==> config.mk <==
export PLATFORM = sky130hd
export DESIGN_NAME = adc_chain_reader
export DESIGN_NICKNAME = d
export VERILOG_FILES = /design/src/rtl/adc_chain_pkg.sv /design/src/rtl/rd_dclk_gen.sv /design/src/rtl/rd_frame_counter.sv /design/src/rtl/rd_word_shifter.sv /design/src/rtl/adc_chain_reader.sv
export SDC_FILE = /design/constraint.sdc
export NUM_CORES = 1
export LEC_CHECK = 0
export ABC_AREA = 1
export BUFFER_PORTS_ARGS = -buffer_cell sky130_fd_sc_hd__buf_2
export CORE_AREA = 2 2 141 143
export DETAILED_ROUTE_END_ITERATION = 8
export DIE_AREA = 0 0 143 145
export SETUP_SLACK_MARGIN = 0.15
export SYNTH_ARGS = -nofsm -noshare
export SYNTH_HDL_FRONTEND = slang
export SYNTH_HIERARCHICAL = 1
export SYNTH_SLANG_ARGS = --single-unit
==> constraint.sdc <==
create_clock -name clk -period 9.7 [get_ports clk]
set_clock_uncertainty 0.2 [all_clocks]
set_input_delay 1.94 -clock clk [delete_from_list [all_inputs] [get_ports clk]]
set_output_delay 1.94 -clock clk [all_outputs]
set_load 0.005 [all_outputs]
==> src/rtl/adc_chain_pkg.sv <==
package adc_chain_pkg;
   typedef enum logic [1:0] {
      ST_IDLE  = 2'd0,
      ST_WAIT  = 2'd1,
      ST_SHIFT = 2'd2,
      ST_TAIL  = 2'd3
   } rd_state_t;
endpackage

==> src/rtl/rd_dclk_gen.sv <==
module rd_dclk_gen #(
   parameter int DIV_W = 8
) (
   input  logic             clk,
   input  logic             rst,
   input  logic             run,
   input  logic [DIV_W-1:0] div,
   output logic             dclk,
   output logic             rise,
   output logic             fall
);
   logic [DIV_W-1:0] ph;
   logic             tick;

   // half period ends when ph reaches div-1; div of 0 behaves as 1
   assign tick = run && (({1'b0, ph} + 1'b1) >= {1'b0, div});
   assign rise = tick && !dclk;
   assign fall = tick && dclk;

   always_ff @(posedge clk) begin
      if (rst || !run) begin
         ph   <= '0;
         dclk <= 1'b0;
      end else if (tick) begin
         ph   <= '0;
         dclk <= !dclk;
      end else begin
         ph   <= ph + 1'b1;
      end
   end

   // a stopped generator leaves the data clock low
   assert_idle_low_R4: assert property (@(posedge clk) disable iff (rst)
      !run |=> !dclk);
endmodule

==> src/rtl/rd_frame_counter.sv <==
module rd_frame_counter #(
   parameter int MAX_DEV     = 64,
   parameter int CHANS       = 4,
   parameter int WIDE_BITS   = 20,
   parameter int NARROW_BITS = 16,
   localparam int BIT_W = $clog2(WIDE_BITS),
   localparam int CH_W  = $clog2(CHANS),
   localparam int IDX_W = (MAX_DEV > 1) ? $clog2(MAX_DEV) : 1
) (
   input  logic             clk,
   input  logic             rst,
   input  logic             clear,
   input  logic             step,
   input  logic             wide,
   input  logic [IDX_W-1:0] dev_last,
   output logic             bit_last,
   output logic [CH_W-1:0]  chan,
   output logic [IDX_W-1:0] dev,
   output logic             frame_last
);
   logic [BIT_W-1:0] bit_idx;
   logic             chan_last;

   assign bit_last   = bit_idx == (wide ? BIT_W'(WIDE_BITS - 1) : BIT_W'(NARROW_BITS - 1));
   assign chan_last  = chan == CH_W'(CHANS - 1);
   assign frame_last = bit_last && chan_last && (dev == dev_last);

   always_ff @(posedge clk) begin
      if (rst || clear) begin
         bit_idx <= '0;
         chan    <= '0;
         dev     <= '0;
      end else if (step) begin
         if (bit_last) begin
            bit_idx <= '0;
            if (chan_last) begin
               chan <= '0;
               dev  <= dev + 1'b1;
            end else begin
               chan <= chan + 1'b1;
            end
         end else begin
            bit_idx <= bit_idx + 1'b1;
         end
      end
   end

   // channels advance one at a time within a device
   assert_chan_order_R3: assert property (@(posedge clk) disable iff (rst)
      (step && !clear && bit_last && !chan_last) |=> (chan == $past(chan) + 1'b1));
endmodule

==> src/rtl/rd_word_shifter.sv <==
module rd_word_shifter #(
   parameter int WIDE_BITS   = 20,
   parameter int NARROW_BITS = 16,
   parameter bit ALIGN_MSB   = 1'b0
) (
   input  logic                 clk,
   input  logic                 rst,
   input  logic                 step,
   input  logic                 sdin,
   input  logic                 wide,
   output logic [WIDE_BITS-1:0] word
);
   logic [WIDE_BITS-1:0] sr;
   logic [WIDE_BITS-1:0] full;
   logic [WIDE_BITS-1:0] narrow;

   assign full = {sr[WIDE_BITS-2:0], sdin};

   generate
      if (ALIGN_MSB) begin : g_msb
         assign narrow = {full[NARROW_BITS-1:0], {(WIDE_BITS - NARROW_BITS){1'b0}}};
      end else begin : g_lsb
         assign narrow = {{(WIDE_BITS - NARROW_BITS){1'b0}}, full[NARROW_BITS-1:0]};
      end
   endgenerate

   assign word = wide ? full : narrow;

   always_ff @(posedge clk) begin
      if (rst)       sr <= '0;
      else if (step) sr <= full;
   end
endmodule

==> src/rtl/adc_chain_reader.sv <==
module adc_chain_reader
   import adc_chain_pkg::*;
#(
   parameter int MAX_DEV     = 64,
   parameter int CHANS       = 4,
   parameter int WIDE_BITS   = 20,
   parameter int NARROW_BITS = 16,
   parameter int DIV_W       = 8,
   parameter int WAIT_W      = 16,
   parameter int TMR_W       = 24,
   parameter bit ALIGN_MSB   = 1'b0,
   localparam int CNT_W = $clog2(MAX_DEV + 1),
   localparam int IDX_W = (MAX_DEV > 1) ? $clog2(MAX_DEV) : 1,
   localparam int CH_W  = $clog2(CHANS)
) (
   input  logic                 clk,
   input  logic                 rst,
   input  logic [CNT_W-1:0]     cfg_dev_count,
   input  logic                 cfg_wide,
   input  logic                 cfg_after,
   input  logic [DIV_W-1:0]     cfg_div,
   input  logic [WAIT_W-1:0]    cfg_wait,
   input  logic [TMR_W-1:0]     cfg_deadline,
   input  logic                 dvalid_n,
   input  logic                 conv,
   input  logic                 sdata_in,
   input  logic                 fill_bit,
   output logic                 dclk,
   output logic                 chain_din,
   output logic                 word_valid,
   output logic [WIDE_BITS-1:0] word_data,
   output logic [IDX_W-1:0]     word_dev,
   output logic [CH_W-1:0]      word_chan,
   output logic                 frame_done,
   output logic                 overrun
);
   initial begin
      assert (NARROW_BITS >= 2 && NARROW_BITS < WIDE_BITS) else $error("word widths out of order");
      assert (CHANS >= 2 && (CHANS & (CHANS - 1)) == 0) else $error("CHANS must be a power of two");
      assert (WAIT_W <= TMR_W) else $error("wait counter wider than timer");
      assert (MAX_DEV >= 1) else $error("MAX_DEV must be positive");
   end

   rd_state_t        state;
   logic [TMR_W-1:0] tmr;
   logic             dvalid_q, conv_q;
   logic             lat_wide, lat_after;
   logic [IDX_W-1:0] lat_dev_last, dev_last_cfg;
   logic             dv_fall, conv_tgl, active, abort, run;
   logic             rise, fall, step, emit;
   logic             bit_last, frame_last, cnt_clear;
   logic [CH_W-1:0]  cur_chan;
   logic [IDX_W-1:0] cur_dev;
   logic [WIDE_BITS-1:0] asm_word;

   assign dv_fall   = dvalid_q && !dvalid_n;
   assign conv_tgl  = conv ^ conv_q;
   assign active    = (state == ST_SHIFT) || (state == ST_TAIL);
   assign abort     = active && (lat_after ? dv_fall : (tmr == cfg_deadline));
   assign run       = active && !abort;
   assign step      = rise && (state == ST_SHIFT);
   assign emit      = step && bit_last;
   assign cnt_clear = (state == ST_IDLE) || (state == ST_WAIT);

   always_comb begin
      if (cfg_dev_count == '0)
         dev_last_cfg = '0;
      else if (cfg_dev_count > CNT_W'(MAX_DEV))
         dev_last_cfg = IDX_W'(MAX_DEV - 1);
      else
         dev_last_cfg = IDX_W'(cfg_dev_count - 1'b1);
   end

   rd_dclk_gen #(.DIV_W(DIV_W)) i_dclk_gen (
      .clk (clk), .rst (rst), .run (run), .div (cfg_div),
      .dclk(dclk), .rise(rise), .fall(fall)
   );

   rd_frame_counter #(
      .MAX_DEV(MAX_DEV), .CHANS(CHANS),
      .WIDE_BITS(WIDE_BITS), .NARROW_BITS(NARROW_BITS)
   ) i_frame_counter (
      .clk(clk), .rst(rst), .clear(cnt_clear), .step(step), .wide(lat_wide),
      .dev_last(lat_dev_last), .bit_last(bit_last), .chan(cur_chan),
      .dev(cur_dev), .frame_last(frame_last)
   );

   rd_word_shifter #(
      .WIDE_BITS(WIDE_BITS), .NARROW_BITS(NARROW_BITS), .ALIGN_MSB(ALIGN_MSB)
   ) i_word_shifter (
      .clk(clk), .rst(rst), .step(step), .sdin(sdata_in),
      .wide(lat_wide), .word(asm_word)
   );

   always_ff @(posedge clk) begin
      if (rst) begin
         state        <= ST_IDLE;
         tmr          <= '0;
         dvalid_q     <= 1'b1;
         conv_q       <= 1'b0;
         lat_wide     <= 1'b0;
         lat_after    <= 1'b0;
         lat_dev_last <= '0;
         overrun      <= 1'b0;
         frame_done   <= 1'b0;
         word_valid   <= 1'b0;
         word_data    <= '0;
         word_dev     <= '0;
         word_chan    <= '0;
         chain_din    <= 1'b0;
      end else begin
         dvalid_q   <= dvalid_n;
         conv_q     <= conv;
         frame_done <= 1'b0;
         word_valid <= emit;
         if (emit) begin
            word_data <= asm_word;
            word_dev  <= cur_dev;
            word_chan <= cur_chan;
         end
         if (rise) chain_din <= fill_bit;
         case (state)
            ST_IDLE: begin
               tmr <= '0;
               if ((!cfg_after && dv_fall) || (cfg_after && conv_tgl)) begin
                  state        <= cfg_after ? ST_WAIT : ST_SHIFT;
                  lat_wide     <= cfg_wide;
                  lat_after    <= cfg_after;
                  lat_dev_last <= dev_last_cfg;
               end
            end
            ST_WAIT: begin
               if (tmr == TMR_W'(cfg_wait)) begin
                  state <= ST_SHIFT;
                  tmr   <= '0;
               end else begin
                  tmr <= tmr + 1'b1;
               end
            end
            ST_SHIFT: begin
               if (abort) begin
                  state   <= ST_IDLE;
                  overrun <= 1'b1;
               end else begin
                  tmr <= tmr + 1'b1;
                  if (emit && frame_last) state <= ST_TAIL;
               end
            end
            ST_TAIL: begin
               if (abort) begin
                  state   <= ST_IDLE;
                  overrun <= 1'b1;
               end else if (fall) begin
                  state      <= ST_IDLE;
                  frame_done <= 1'b1;
               end else begin
                  tmr <= tmr + 1'b1;
               end
            end
            default: state <= ST_IDLE;
         endcase
      end
   end

   // the head input only moves together with a rising data clock
   assert_din_hold_R10: assert property (@(posedge clk) disable iff (rst)
      !$stable(chain_din) |-> $rose(dclk));

   // the overrun flag never clears on its own
   assert_overrun_sticky_R9: assert property (@(posedge clk) disable iff (rst)
      overrun |=> overrun);

   // an abort leaves the clock low and reports no completion
   assert_abort_quiet_R7: assert property (@(posedge clk) disable iff (rst)
      $rose(overrun) |-> (!dclk && !frame_done));

   // completion is reported with the data clock parked low
   assert_done_clk_low_R2: assert property (@(posedge clk) disable iff (rst)
      frame_done |-> !dclk);
endmodule

==> impl_metrics.csv, run 1 <==
group,metric,value,unit
job,cap_viol_max_count,0,
synth,synth_ff_type,"dfxtp_1",
global_route,grt_remaining_overflow,0,
sta,drv_slew,0,
sta,max_freq,0.168,GHz
layout,area_growth,11.4,%
global_route,grt_max_degree,64,
sta,setup_viol,0,
worst_setup_path,crit_family,"simple AND/OR/NAND/NOR gates",
drt,wl_per_cell,11.9,um
global_route,busiest_layer,"met2",
power_and_ir_drop,sw_frac_of_total,31.9,%
worst_setup_path,crit_path_frequent_cell,"nand2_1",
synth,synth_fp_nets,1103,
worst_setup_path,crit_path_end_kind,"flip-flop",
worst_setup_path,r2r-start,"i_dclk_gen/ph[0]$_SDFF_PP0_",
layout,final_layout_size_suffix_gt1_share,14.8,%
layout,fin_util,38.4,%
clock_tree,clockRootBuffer,"clkbuf_16",
drt,firstDrtPassIters,5,
floorplan,initial_core_util,34.5,%
clock_tree,cts.clk_slew.worst_paths,0.07,ns
floorplan,fp.dieH,145,um
power_and_ir_drop,intPower,0.711,mW
global_route,grt_pass1_wl,26600,um
clock_tree,cts_hold_buf,0,
synth,ys_warn_count,6,
drt,antenna_left,0,
power_and_ir_drop,peakVddDrop,110,uV
layout,final_nets,1156,
synth,synth_enable_flop_cells,0,
clock_tree,cts_tree,"done",
sta,setup_tns,0,ns
worst_setup_path,start_kind,"input port",
sta,grt_setup_unrepaired,"no",
synth,synth_fa_ha_area_share,2.83,%
sta,finalCriticalPeriod,5.94,ns
status,status,"completed",
power_and_ir_drop,switchingPower,0.333,mW
global_route,grt_pass1_vias,5476,
layout,antenna_cells,0,
global_route,met1_usage,21.0,%
power_and_ir_drop,p_leak,3.30,nW
power_and_ir_drop,power-per-cell-area,141,nW/um2
clock_tree,htreeDepth,3,
power_and_ir_drop,seq_power_share,47.9,%
floorplan,pin_count,96,
clock_tree,cts_setup_buffers,0,
floorplan,die_w,143,um
clock_tree,cts_buffers,9,
synth,synth_seq_area_share,32.9,%
synth,synthCells,1025,
synth,synthDistinctLibCells,37,
floorplan,die-area,20700,um2
synth,synth_top_family_by_area,"simple AND/OR/NAND/NOR gates",
synth,synth_top_area_cell,"dfxtp_1",
worst_setup_path,crit_arrival,6.05,ns
drt,totalWireLength,16100,um
placed_design,io_buffer_count,95,
clock_tree,cts_sinks,109,
power_and_ir_drop,p_clk_share,34.8,%
sta,whs,0.266,ns
worst_setup_path,path_class,"in2reg",
worst_setup_path,path_buf_inv,7,
layout,final_area,7380,um2
synth,async_reset_ff_share,0,%
drt,drc,0,
drt,vias,6027,
min_path,min_from,"word_data[17]$_SDFFE_PP0P_",
synth,synth.area.top_cells,"dfxtp_1 33%, nand2_1 18%, inv_1 7.5%, nor2_1 7.0%, a21oi_1 5.1%",
clock_tree,clock_latency,0.36,ns
clock_tree,clock_path_buffers,2,
global_route,use_met2,26.0,%
synth,yosysTopAreaCellShare,32.9,%
placed_design,placement.cell_area,7100,um2
synth,synth_xor_area_share,6.34,%
synth,muxShareOfSynthArea,0.151,%
worst_setup_path,cpPeakStageDelay,0.92,ns
sta,finalHoldViolations,0,
synth,synth-simple-area-share,37.0,%
floorplan,core_area,19200,um2
placed_design,gp_congestion,0.913,
worst_setup_path,cp.required,9.81,ns
floorplan,rows,51,
worst_setup_path,path_max_fanout,52,
worst_setup_path,worstSetupStartpoint,"cfg_deadline[2]",
global_route,grt_use_met3,3.04,%
global_route,antenna_found_initial,0,
drt,drt_iter0_drc,392,
min_path,hp-class,"reg2reg",
global_route,grt_usage,15.8,%
power_and_ir_drop,pwr-share-comb,17.4,%
worst_setup_path,slowest_stage,"inv_1",
clock_tree,cts_resized,0,
power_and_ir_drop,power,1.04,mW
drt,via_per_inst,4.47,
synth,avgSynthCellArea,6.47,um2
sta,fin_crit_sh,61.3,%
synth,synth_compound_area_share,7.28,%
synth,synth-seq-cells,109,
synth,syn_area,6630,um2
sta,max_slew_margin,32.0,%
placed_design,hpwlAfterDp,11500,um
sta,worst_pin_slew,1.02,ns
==> cell type report <==
| type | instances | area [um2] |
|---|---|---|
| clock buffer | 11 | 243 |
| clock inverter | 5 | 42.5 |
| fill | 2094 | 11800 |
| inverter | 140 | 526 |
| multi-input combinational | 720 | 3560 |
| sequential | 109 | 2180 |
| tap | 265 | 332 |
| timing repair buffer | 98 | 498 |
==> metrics by stage <==
stage / std cells / setup slack, ns
6_report: 1348 / 3.76
5_1_grt: 1348 / 3.16
4_1_cts: 1348 / 3.60
3_5_place_dp: 1332 / 3.24
3_3_place_gp: 1332 / 3.34
2_1_floorplan: 1025 / 5.20
==> path summary, 6_finish.rpt <==
kind / endpoint / slack (ns) / cells past startpoint
max: state[0]$_SDFFE_PP0P_ / 3.76 / 25
min reg2reg: word_data[17]$_SDFFE_PP0P_ / 0.27 / 2
min: word_data[17]$_SDFFE_PP0P_ / 0.27 / 2
max reg2reg: state[0]$_SDFFE_PP0P_ / 4.52 / 25
==> power groups by stage <==
stage                     sequential, mW  clock (mW)  combinational, mW
after CTS                          0.499       0.376              0.184
after floorplan                    0.491           0              0.147
after global placement             0.510           0              0.181
after global routing               0.502       0.392              0.212
after detailed placement           0.510           0              0.183
final                              0.500       0.363              0.182
==> sequential cells by signal, summed over array words and instances, names as in the netlist, 2 cells and up <==
signal and count:
lat_dev_last 6, word_dev 6, i_frame_counter/chan 2, word_data 20
state 2, i_word_shifter/sr 19, i_frame_counter/bit_idx 5, word_chan 2
i_frame_counter/dev 6, tmr 24, i_dclk_gen/ph 8
==> tightest hold or removal path, stage by stage (launching register included) <==
cell	delay (ns)
dfxtp_1	0.31
nand2_1	0.06
a21oi_1	0.06
==> synthesized netlist by cell type (all sizes together) (15+ instances only) <==
| master | number |
|---|---|
| dfxtp | 109 |
| nor2 | 141 |
| a21oi | 70 |
| inv | 139 |
| ha | 15 |
| o21ai | 16 |
| nand2 | 321 |
| buf | 39 |
| nand4 | 18 |
| xor2 | 36 |
| nor3 | 16 |
| clkbuf | 17 |
| nand3 | 64 |
==> routing by layer <==
metal	share of wire (%)	routed length [um]	up-vias
met2	45	7300	123
met3	4.3	691	17
met4	1.3	206	0
met1	49	7880	2646
met5	0	0	-
li1	-	-	3241
==> kinds of logic after synthesis <==
group	Yosys count
buf+inv	196
mux	1
xor+xnor	48
compound gates	91
simple gates	565
fa+ha+maj	15
flops	109
==> placed cells by master (no fill, tap or decap), types with 4 or more instances in the layout <==
master / synthesis / routed
a21oi_1: 67 / 67
buf_2: 10 / 95
clkbuf_16: 0 / 9
dfxtp_1: 109 / 109
ha_1: 15 / 15
inv_1: 132 / 132
inv_2: 7 / 7
nand2_1: 310 / 310
nand2_2: 4 / 4
nand2_4: 6 / 6
nand3_1: 59 / 59
nand3_2: 4 / 4
nand4_1: 18 / 18
nor2_1: 124 / 124
nor2_2: 13 / 13
nor3_1: 16 / 15
o21ai_0: 14 / 14
xnor2_1: 12 / 12
xor2_1: 36 / 36
Power figures use the tool's default switching activity.
==> run 2, diff against run 1 <==
- clock period: 9.7 -> 5.2 ns (I/O delays scaled with it)
==> impl_metrics.csv, run 2 (synthesized netlist as in run 1, its figures left out) <==
group,metric,value,unit
worst_setup_path,path_max_fanout,21,
power_and_ir_drop,intPower,1.38,mW
layout,final_layout_size_suffix_gt1_share,15.0,%
clock_tree,clock_latency,0.36,ns
placed_design,dpl_worst_slack,1.34,ns
power_and_ir_drop,p_clk_share,36.8,%
clock_tree,cts.clk_slew.worst_paths,0.08,ns
power_and_ir_drop,seq_power_share,46.3,%
layout,area_growth,12.0,%
sta,setup_ws,1.62,ns
sta,fin_crit_sh,68.8,%
sta,setup_viol,0,
drt,vias,5979,
sta,max_freq,0.280,GHz
global_route,grt_max_degree,52,
placed_design,io_buffer_count,95,
clock_tree,htreeDepth,3,
worst_setup_path,path_class,"reg2reg",
clock_tree,clock_path_buffers,2,
min_path,min_from,"overrun$_SDFFE_PP0P_",
sta,drv_slew,0,
layout,regMostFlops,"tmr",
worst_setup_path,r2r-start,"i_dclk_gen/ph[0]$_SDFF_PP0_",
power_and_ir_drop,sw_frac_of_total,31.5,%
sta,max_slew_margin,38.4,%
power_and_ir_drop,pwr-share-comb,16.9,%
power_and_ir_drop,switchingPower,0.633,mW
power_and_ir_drop,peakVddDrop,174,uV
clock_tree,cts_sinks,109,
floorplan,die_w,143,um
drt,wl_per_cell,11.7,um
global_route,grt_pass1_vias,5253,
worst_setup_path,rrSetupSlack,1.62,ns
clock_tree,cts_resized,0,
worst_setup_path,start_kind,"flip-flop",
floorplan,rows,51,
clock_tree,cts_tree,"done",
layout,fillers,2114,
floorplan,initial_core_util,34.5,%
drt,drt_iter0_drc,304,
power_and_ir_drop,power,2.01,mW
placed_design,hpwlAfterDp,11600,um
sta,worst_pin_slew,0.921,ns
global_route,antenna_found_initial,0,
sta,finalCriticalPeriod,3.58,ns
floorplan,fp.dieH,145,um
layout,biggestRegsByFlops,"tmr (24), word_data (20), i_word_shifter/sr (19)",
layout,antenna_cells,0,
worst_setup_path,crit_path_end_kind,"flip-flop",
min_path,hold_end,"overrun$_SDFFE_PP0P_",
clock_tree,cts_hold_buf,0,
global_route,grt_remaining_overflow,0,
worst_setup_path,r2r_end,"state[0]$_SDFFE_PP0P_",
min_path,hp-class,"reg2reg",
clock_tree,cts_setup_buffers,0,
power_and_ir_drop,power-per-cell-area,271,nW/um2
worst_setup_path,cp.required,5.31,ns
floorplan,die-area,20700,um2
floorplan,pin_count,96,
status,status,"completed",
global_route,grt_pass1_wl,25600,um
clock_tree,clockRootBuffer,"clkbuf_16",
worst_setup_path,worst-r2r-cell-count,25,
drt,totalWireLength,15700,um
drt,drc,0,
power_and_ir_drop,p_leak,3.32,nW
clock_tree,cts_buffers,9,
placed_design,gp_congestion,0.925,
worst_setup_path,crit_arrival,3.68,ns
job,cap_viol_max_count,0,
min_path,holdPathStages,2,
sta,grt_setup_unrepaired,"no",
layout,largest_reg_flops,24,
sta,setup_tns,0,ns
layout,final_cell_mix,"310 x nand2_1, 132 x inv_1, 124 x nor2_1",
layout,layout_commonest_cell,"nand2_1",
drt,antenna_left,0,
layout,final_nets,1158,
drt,firstDrtPassIters,6,
global_route,grt_usage,15.2,%
sta,finalHoldViolations,0,
floorplan,core_area,19200,um2
drt,via_per_inst,4.43,
run 2: cell types whose count changed in the layout (fill, tap and decap cells not counted):
cell	before	now
buf_4	3	5
clkinv_2	1	0
clkinvlp_4	0	1
inv_6	1	3
clkbuf_1	1	0
clkinv_4	2	0
bufinv_16	0	1
run 2: power groups by stage:
stage / Sequential, mW / Combinational, mW / Clock, mW
detailed placement: 0.952 / 0.341 / 0
global placement: 0.952 / 0.340 / 0
floorplan: 0.915 / 0.274 / 0
finish: 0.932 / 0.339 / 0.739
global route: 0.938 / 0.389 / 0.792
CTS: 0.932 / 0.343 / 0.763
run 2: cell type report:
class                           instances  area (um2)  area share (%)
Clock buffer                           10         239            3.22
Clock inverter                          6        75.1            1.01
Sequential cell                       109        2180            29.4
Timing Repair Buffer                  100         513            6.91
Multi-Input combinational cell        720        3560            48.0
Tap cell                              265         332            4.46
Inverter                              140         526            7.07
run 2: metrics by stage:
stage	hold WS, ns	instances	area [um2]	util [%]
2_1_floorplan	0.245	1025	6630	-
3_3_place_gp	0.251	1334	7110	37.0
3_5_place_dp	0.253	1334	7110	37.0
4_1_cts	0.266	1350	7430	38.7
5_1_grt	0.283	1350	7430	38.7
6_report	0.264	1350	7430	38.7
run 2: critical path, cell delays in order (launching register included):
cell and delay, ns:
dfxtp_1 0.40, ha_1 0.22, nand3_2 0.12, xor2_1 0.18
ha_1 0.30, nand2_1 0.05, inv_1 0.06, nand3_1 0.06
nand3_1 0.08, nand2_1 0.05, nand2_1 0.07, nand2_2 0.06
nand2_2 0.07, nand2_4 0.08, nor2_1 0.14, inv_1 0.08
nor3_2 0.14, nand2_1 0.09, inv_1 0.22, buf_4 0.30
nand2_1 0.11, nand4_1 0.11, nand2_1 0.07, o21ai_0 0.14
nand2_1 0.07, inv_1 0.05
run 2: worst max path at each step:
stage                     cells after the start                        to  slack, ns                   startpoint
after CTS                                    25     state[0]$_SDFFE_PP0P_       1.57  i_dclk_gen/ph[0]$_SDFF_PP0_
after floorplan                              19  word_dev[2]$_SDFFE_PP0P_       1.60                   cfg_div[4]
after global placement                       25     state[0]$_SDFFE_PP0P_       1.42              cfg_deadline[9]
final                                        25     state[0]$_SDFFE_PP0P_       1.62  i_dclk_gen/ph[0]$_SDFF_PP0_
after global routing                         25     state[0]$_SDFFE_PP0P_       1.17  i_dclk_gen/ph[0]$_SDFF_PP0_
after detailed placement                     25     state[0]$_SDFFE_PP0P_       1.34              cfg_deadline[2]
run 2: routing by layer:
layer	part of all wire, %	track usage, %	vias to the layer above
li1	-	-	3244
met1	49	20.8	2579
met2	45	24.5	138
met3	4.3	2.08	18
met4	1.7	5.30	0
met5	0	0	-
